## src/rtl/msr_pkg.sv

```systemverilog
// Package: shared widths and bit positions of the main status byte.
// Assumes a byte-wide data bus; bit positions are fixed because the
// bank decode elsewhere reads bit 6.
package msr_pkg;
    localparam int DATA_W    = 8;
    localparam int CAUSE_LO  = 1;
    localparam int CAUSE_N   = 3;
    localparam int STORE_LO  = 4;
    localparam int STORE_N   = 4;
    localparam int BANK_BIT  = 6;
    localparam int BANK_IDX  = BANK_BIT - STORE_LO;

    typedef logic [DATA_W-1:0] byte_t;
endpackage

```

## src/rtl/msr_bus_decode.sv

```systemverilog
// Module: address decode for the main status byte.
// Produces read and write hits for offset 0 only. It assumes no bank
// input is needed, because this byte is visible in every bank.
module msr_bus_decode #(
    parameter int ADDR_W = 5
) (
    input  logic              clk,
    input  logic              rst_n,
    input  logic [ADDR_W-1:0] addr,
    input  logic              wr_en,
    input  logic              rd_en,
    output logic              wr_hit,
    output logic              rd_hit
);
    localparam logic [ADDR_W-1:0] MSR_OFFSET = '0;

    logic sel;

    // Offset compare shared by both strobes.
    always_comb begin
        sel    = (addr == MSR_OFFSET);
        wr_hit = wr_en && sel;
        rd_hit = rd_en && sel;
    end

    // a hit is only ever produced at offset 0.
    p_hit_offset_r1: assert property (@(posedge clk) disable iff (!rst_n)
        (wr_hit || rd_hit) |-> (addr == '0));
endmodule

```

## src/rtl/msr_cause_bit.sv

```systemverilog
// Module: one latched interrupt cause.
// Set by a one-cycle event strobe and cleared by a clear request. The
// parameter CLEAR_WINS picks the priority between them: a level clear
// dominates, a write-one clear yields to the event. Reads do not touch it.
module msr_cause_bit #(
    parameter bit CLEAR_WINS = 1'b0
) (
    input  logic clk,
    input  logic rst_n,
    input  logic evt,
    input  logic clr,
    output logic q
);
    logic nxt;

    // Next-state choice according to the selected priority.
    generate
        if (CLEAR_WINS) begin : g_level_clear
            always_comb nxt = clr ? 1'b0 : (q | evt);
        end else begin : g_event_first
            always_comb nxt = evt | (q & ~clr);
        end
    endgenerate

    // State register with synchronous active-low reset.
    always_ff @(posedge clk) begin
        if (!rst_n) q <= 1'b0;
        else        q <= nxt;
    end

    // an event sets the bit unless a dominant clear is present.
    p_evt_sets_r6: assert property (@(posedge clk) disable iff (!rst_n)
        (evt && !(CLEAR_WINS && clr)) |=> q);

    // a clear without a competing event always empties the bit.
    p_clear_empties_r4: assert property (@(posedge clk) disable iff (!rst_n)
        (clr && (CLEAR_WINS || !evt)) |=> !q);

    // without an event or a clear the bit holds.
    p_hold_r3: assert property (@(posedge clk) disable iff (!rst_n)
        (!evt && !clr) |=> $stable(q));
endmodule

```

## src/rtl/msr_store.sv

```systemverilog
// Module: host-owned read/write bits of the status byte.
// Loads on a write hit and otherwise holds. It assumes the caller slices
// out only the storage field of the write data.
module msr_store #(
    parameter int N = 4
) (
    input  logic         clk,
    input  logic         rst_n,
    input  logic         wr_hit,
    input  logic [N-1:0] d,
    output logic [N-1:0] q
);
    // Storage register, loaded by a write at offset 0.
    always_ff @(posedge clk) begin
        if (!rst_n)      q <= '0;
        else if (wr_hit) q <= d;
    end

    // a write lands exactly the written field.
    p_store_load_r8: assert property (@(posedge clk) disable iff (!rst_n)
        wr_hit |=> (q == $past(d)));

    // no write, no change.
    p_store_hold_r8: assert property (@(posedge clk) disable iff (!rst_n)
        !wr_hit |=> $stable(q));
endmodule

```

## src/rtl/msr_main_status.sv

```systemverilog
// Module: main status byte of a timekeeping controller (top).
// Bit 0 shows the live interrupt summary, bits 1..3 hold latched causes,
// and bits 4..7 are storage, with bit 6 exported as the bank select.
// It assumes the event strobes are synchronous one-cycle pulses and that
// pwr_fail is already synchronised to clk.
module msr_main_status
    import msr_pkg::*;
#(
    parameter int ADDR_W = 5
) (
    input  logic              clk,
    input  logic              rst_n,
    input  logic [ADDR_W-1:0] addr,
    input  logic              wr_en,
    input  logic              rd_en,
    input  logic [DATA_W-1:0] wdata,
    output logic [DATA_W-1:0] rdata,
    input  logic              irq_a,
    input  logic              irq_b,
    input  logic [CAUSE_N-1:0] evt,
    input  logic              pwr_fail,
    output logic              bank_sel
);
    logic               wr_hit;
    logic               rd_hit;
    logic [CAUSE_N-1:0] cause;
    logic [CAUSE_N-1:0] cause_clr;
    logic [STORE_N-1:0] store_q;
    logic               pend;
    logic               unused_wbit0;
    byte_t              status;

    assign unused_wbit0 = wdata[0];

    msr_bus_decode #(.ADDR_W(ADDR_W)) u_dec (
        .clk    (clk),
        .rst_n  (rst_n),
        .addr   (addr),
        .wr_en  (wr_en),
        .rd_en  (rd_en),
        .wr_hit (wr_hit),
        .rd_hit (rd_hit)
    );

    // Cause bits: the lowest uses the power-fail level, the others write-one.
    generate
        for (genvar i = 0; i < CAUSE_N; i++) begin : g_cause
            if (i == 0) begin : g_pf
                assign cause_clr[i] = pwr_fail;
            end else begin : g_w1c
                assign cause_clr[i] = wr_hit & wdata[CAUSE_LO+i];
            end
            msr_cause_bit #(.CLEAR_WINS(i == 0)) u_cause (
                .clk   (clk),
                .rst_n (rst_n),
                .evt   (evt[i]),
                .clr   (cause_clr[i]),
                .q     (cause[i])
            );
        end
    endgenerate

    msr_store #(.N(STORE_N)) u_store (
        .clk    (clk),
        .rst_n  (rst_n),
        .wr_hit (wr_hit),
        .d      (wdata[STORE_LO +: STORE_N]),
        .q      (store_q)
    );

    // Assemble the status byte and gate it onto the read port.
    always_comb begin
        pend   = irq_a | irq_b;
        status = {store_q, cause, pend};
        rdata  = rd_hit ? status : '0;
    end

    assign bank_sel = store_q[BANK_IDX];

    // summary bit tracks the interrupt levels on every offset-0 read.
    always_comb begin
        if (rst_n && rd_hit)
            p_live_pend_r2: assert (rdata[0] == (irq_a | irq_b));
    end

    // bit 1 reads 0 after any edge with power-fail high.
    p_pf_clear_r5: assert property (@(posedge clk) disable iff (!rst_n)
        pwr_fail |=> (cause[0] == 1'b0));

    // a write alone never lowers bit 1.
    p_bit1_no_write_r5: assert property (@(posedge clk) disable iff (!rst_n)
        (wr_hit && !pwr_fail && cause[0]) |=> cause[0]);

    // bank select follows bit 6 of an offset-0 write.
    p_bank_follow_r7: assert property (@(posedge clk) disable iff (!rst_n)
        wr_hit |=> (bank_sel == $past(wdata[BANK_BIT])));

    // reads away from offset 0 return zero.
    p_off_read_zero_r1: assert property (@(posedge clk) disable iff (!rst_n)
        (addr != '0) |-> (rdata == '0));

    // reset leaves the bank select low.
    p_reset_bank_r9: assert property (@(posedge clk)
        !rst_n |=> !bank_sel);
endmodule

```

## config.mk

```make
export PLATFORM = sky130hd
export DESIGN_NAME = msr_main_status
export DESIGN_NICKNAME = d
export VERILOG_FILES = /design/src/rtl/msr_pkg.sv /design/src/rtl/msr_bus_decode.sv /design/src/rtl/msr_cause_bit.sv /design/src/rtl/msr_store.sv /design/src/rtl/msr_main_status.sv
export SDC_FILE = /design/constraint.sdc
export NUM_CORES = 1
export LEC_CHECK = 0
export BUFFER_PORTS_ARGS = -buffer_cell sky130_fd_sc_hd__buf_2
export CAP_MARGIN = 40
export CORE_AREA = 2 2 39 41
export CTS_CLUSTER_DIAMETER = 40
export DETAILED_ROUTE_END_ITERATION = 12
export DIE_AREA = 0 0 41 43
export GPL_TIMING_DRIVEN = 0
export PLACE_DENSITY_LB_ADDON = 0.25
export SETUP_SLACK_MARGIN = 0.2
export SLEW_MARGIN = 20
export SYNTH_ARGS = -nofsm -noshare
export SYNTH_HDL_FRONTEND = slang
export SYNTH_SLANG_ARGS = --single-unit
export TNS_END_PERCENT = 100
```

## constraint.sdc

```tcl
create_clock -name clk -period 1.2 [get_ports clk]
set_clock_uncertainty 0.05 [all_clocks]
set_input_delay 0.3 -clock clk [delete_from_list [all_inputs] [get_ports clk]]
set_output_delay 0.3 -clock clk [all_outputs]
set_load 0.05 [all_outputs]
```

==> metrics.csv <==
metric,value,unit
die area,0.00176,mm²
root buffer cell,clkbuf_4,
Die Y,43,µm
port bufs,29,
"Cell Chain, Critical Path",buf_6 > nor3_4 > and3_1 > buf_6 > and2_4 > buf_8,
final RePlAce weighted congestion,0.634,
failing checks,negative setup slack,
H-tree depth,1,
Syn. warnings,0,
CP arrival,1150,ps
worst-path fanout max,8,
Layout Nets,99,
antenna diode instance count,0,
RSZ-0062 raised after global routing,true,
drt wl/cell,9.78,µm
Die X,41,µm
crit share post-route,1.25,
1st-iter DRT viols,4,
Pins Over Slew Limit,0,
Startpoint Class,input pin,
Peak supply drop,0.000357,V
routed vias/inst,4.37,
Top Family by Delay on Critical Path,simple AND/OR/NAND/NOR gates,
Leak,0.000329,µW
most frequent CP cell,buf_6,
"Core Util, Final",0.494,
Slew headroom,0.892,
ANT nets after route,0,
number of global-route vias before repair,386,
"Design Area, Final",683,µm²
sequential cell area fraction in the yosys report,0.397,
grt total ovfl,0,
largest net degree at the start of global routing,11,
power density over the cells,776,mW/mm²
total length of routed wires,890,µm
cts bufs inserted,3,
"slowest stage delay, CP",180,ps
first-pass GRT wire length,1410,µm
Row Count,14,
detailed-route via count,398,
CTS tree,built,
FMAX,0.665,GHz
Synth cell types,15,
min Tclk post-route,1500,ps
DR DRC count,0,
I/O Pins,32,
initial core utilization,0.255,
crit path max-delay cell type,and3_1,
"Setup Fix Bufs, Post-CTS",0,
CORE AREA,0.00138,mm²
Placement Cell Area,554,µm²
status,"complete, but fails checks",
GRT Util Overall,0.120,
hold crit path type,in -> reg,
"Clk Latency, worst-skew pair",250,ps
synthesized flop and latch total,7,
Critical Path Sink Type,primary output,
Worst Tran Pin Value,162,ps
initial antenna violation count,0,
WS Path Type,in -> out,
router iterations before antenna repair,4,
Synth Cell Area,353,µm²
Setup-failing EPs final,8,
"Hold Violations, Final",0,
cts hold-fix bufs,0,
TritonCTS Sinks,7,
Clock transition at path regs,50,ps
Synth Instances,42,
Worst Path Required,850,ps
fillcell total,149,
Synthesized Nets,65,
"Area growth, synth to finish",93.6,%
Max clock buf depth,2,
share of layout cells above drive strength 1,0.600,
Final WS setup,-304,ps
syn avg cell area,8.40,µm²
Max-Cap Viols,0,
Worst Path Buf+Inv,3,
[layer usage]
metal  GRT usage  vias to the layer above  share of wire
met5           0                        -              0
met1       0.107                      186           0.35
met3      0.0209                        0          0.047
li1            -                      201              -
met2       0.209                       11           0.60
met4       0.100                        0              0
[cells by family after synthesis]
group,after synthesis,synth area share
AND/OR/NAND/NOR,21,0.316
flip-flops,7,0.397
buffers and inverters,5,0.0887
AO/OA/AOI/OAI,5,0.0851
multiplexers,4,0.113
[power by group]
part | internal, µW | switching [µW] | total, µW
clock network | 127 | 88.8 | 216
registers | 240 | 3.54 | 244
logic | 41.5 | 29.3 | 70.7
[worst register-to-register path, cell delays in order (launching register included)]
cell and delay (ps):
dfxtp_1 310, o21ai_0 150, a31oi_1 50
[cell usage in the layout (no fill, tap or decap)]
master	count
dfxtp_2	1
dfxtp_1	6
nor3b_1	1
o21a_4	1
buf_6	4
nor2_1	2
and2_4	7
buf_2	19
o21ai_0	2
nand2_1	8
a31oi_1	2
buf_8	9
inv_1	2
clkbuf_4	3
clkbuf_1	1
nor3_4	1
and3_1	2
mux2i_1	4
[synthesized netlist by cell type]
cell	n	area, µm²
and2_1	7	43.8
dfxtp_1	7	140
buf_6	1	11.3
buf_4	1	7.51
nand2_1	8	30.0
buf_2	1	5.00
nor2_1	2	7.51
inv_1	2	7.51
nor3b_1	1	7.51
a31oi_1	2	12.5
nor3_2	1	10.0
and3_1	2	12.5
o21a_1	1	7.51
o21ai_0	2	10.0
mux2i_1	4	40.0
[registers in the layout, indices dropped and copies added, names as in the netlist]
register / flops
u_store.q: 4
g_cause.u_cause.q: 3
[worst paths after layout]
path                                    from                              end  slack (ps)  cells past startpoint
max reg2reg  g_cause[2].u_cause.q$_SDFF_PN0_  g_cause[2].u_cause.q$_SDFF_PN0_         530                      2
max                                  addr[2]                         rdata[6]        -300                      6
min                                 pwr_fail  g_cause[0].u_cause.q$_SDFF_PP0_         160                      2
min reg2reg        u_store.q[3]$_SDFFE_PN0N_        u_store.q[3]$_SDFFE_PN0N_         410                      2
[timing repair]
item / CTS / global route
resized for setup: 29 / 0
pin swaps: 3 / 1
endpoints found under the hold margin: 0 / 0
setup endpoints to repair: 9 / 9
[stage by stage]
step	setup WS (ps)	instances	setup TNS [ps]	total power, µW	hold WS (ps)
6_report	-304	91	-2360	530	160
5_1_grt	-345	91	-2700	555	171
4_1_cts	-319	91	-2500	539	149
3_5_place_dp	-432	87	-3410	313	398
3_3_place_gp	-422	87	-3320	312	393
2_1_floorplan	-114	42	-871	274	326
[layout make-up]
type	instances	area [µm²]	area share
timing repair buffer	29	248	0.363
multi-input combinational	30	213	0.311
sequential	7	141	0.207
buffer	3	27.5	0.0403
clock buffer	4	26.3	0.0385
tap	16	20.0	0.0293
inverter	2	7.51	0.0110
(Power assumes the default switching activity.)
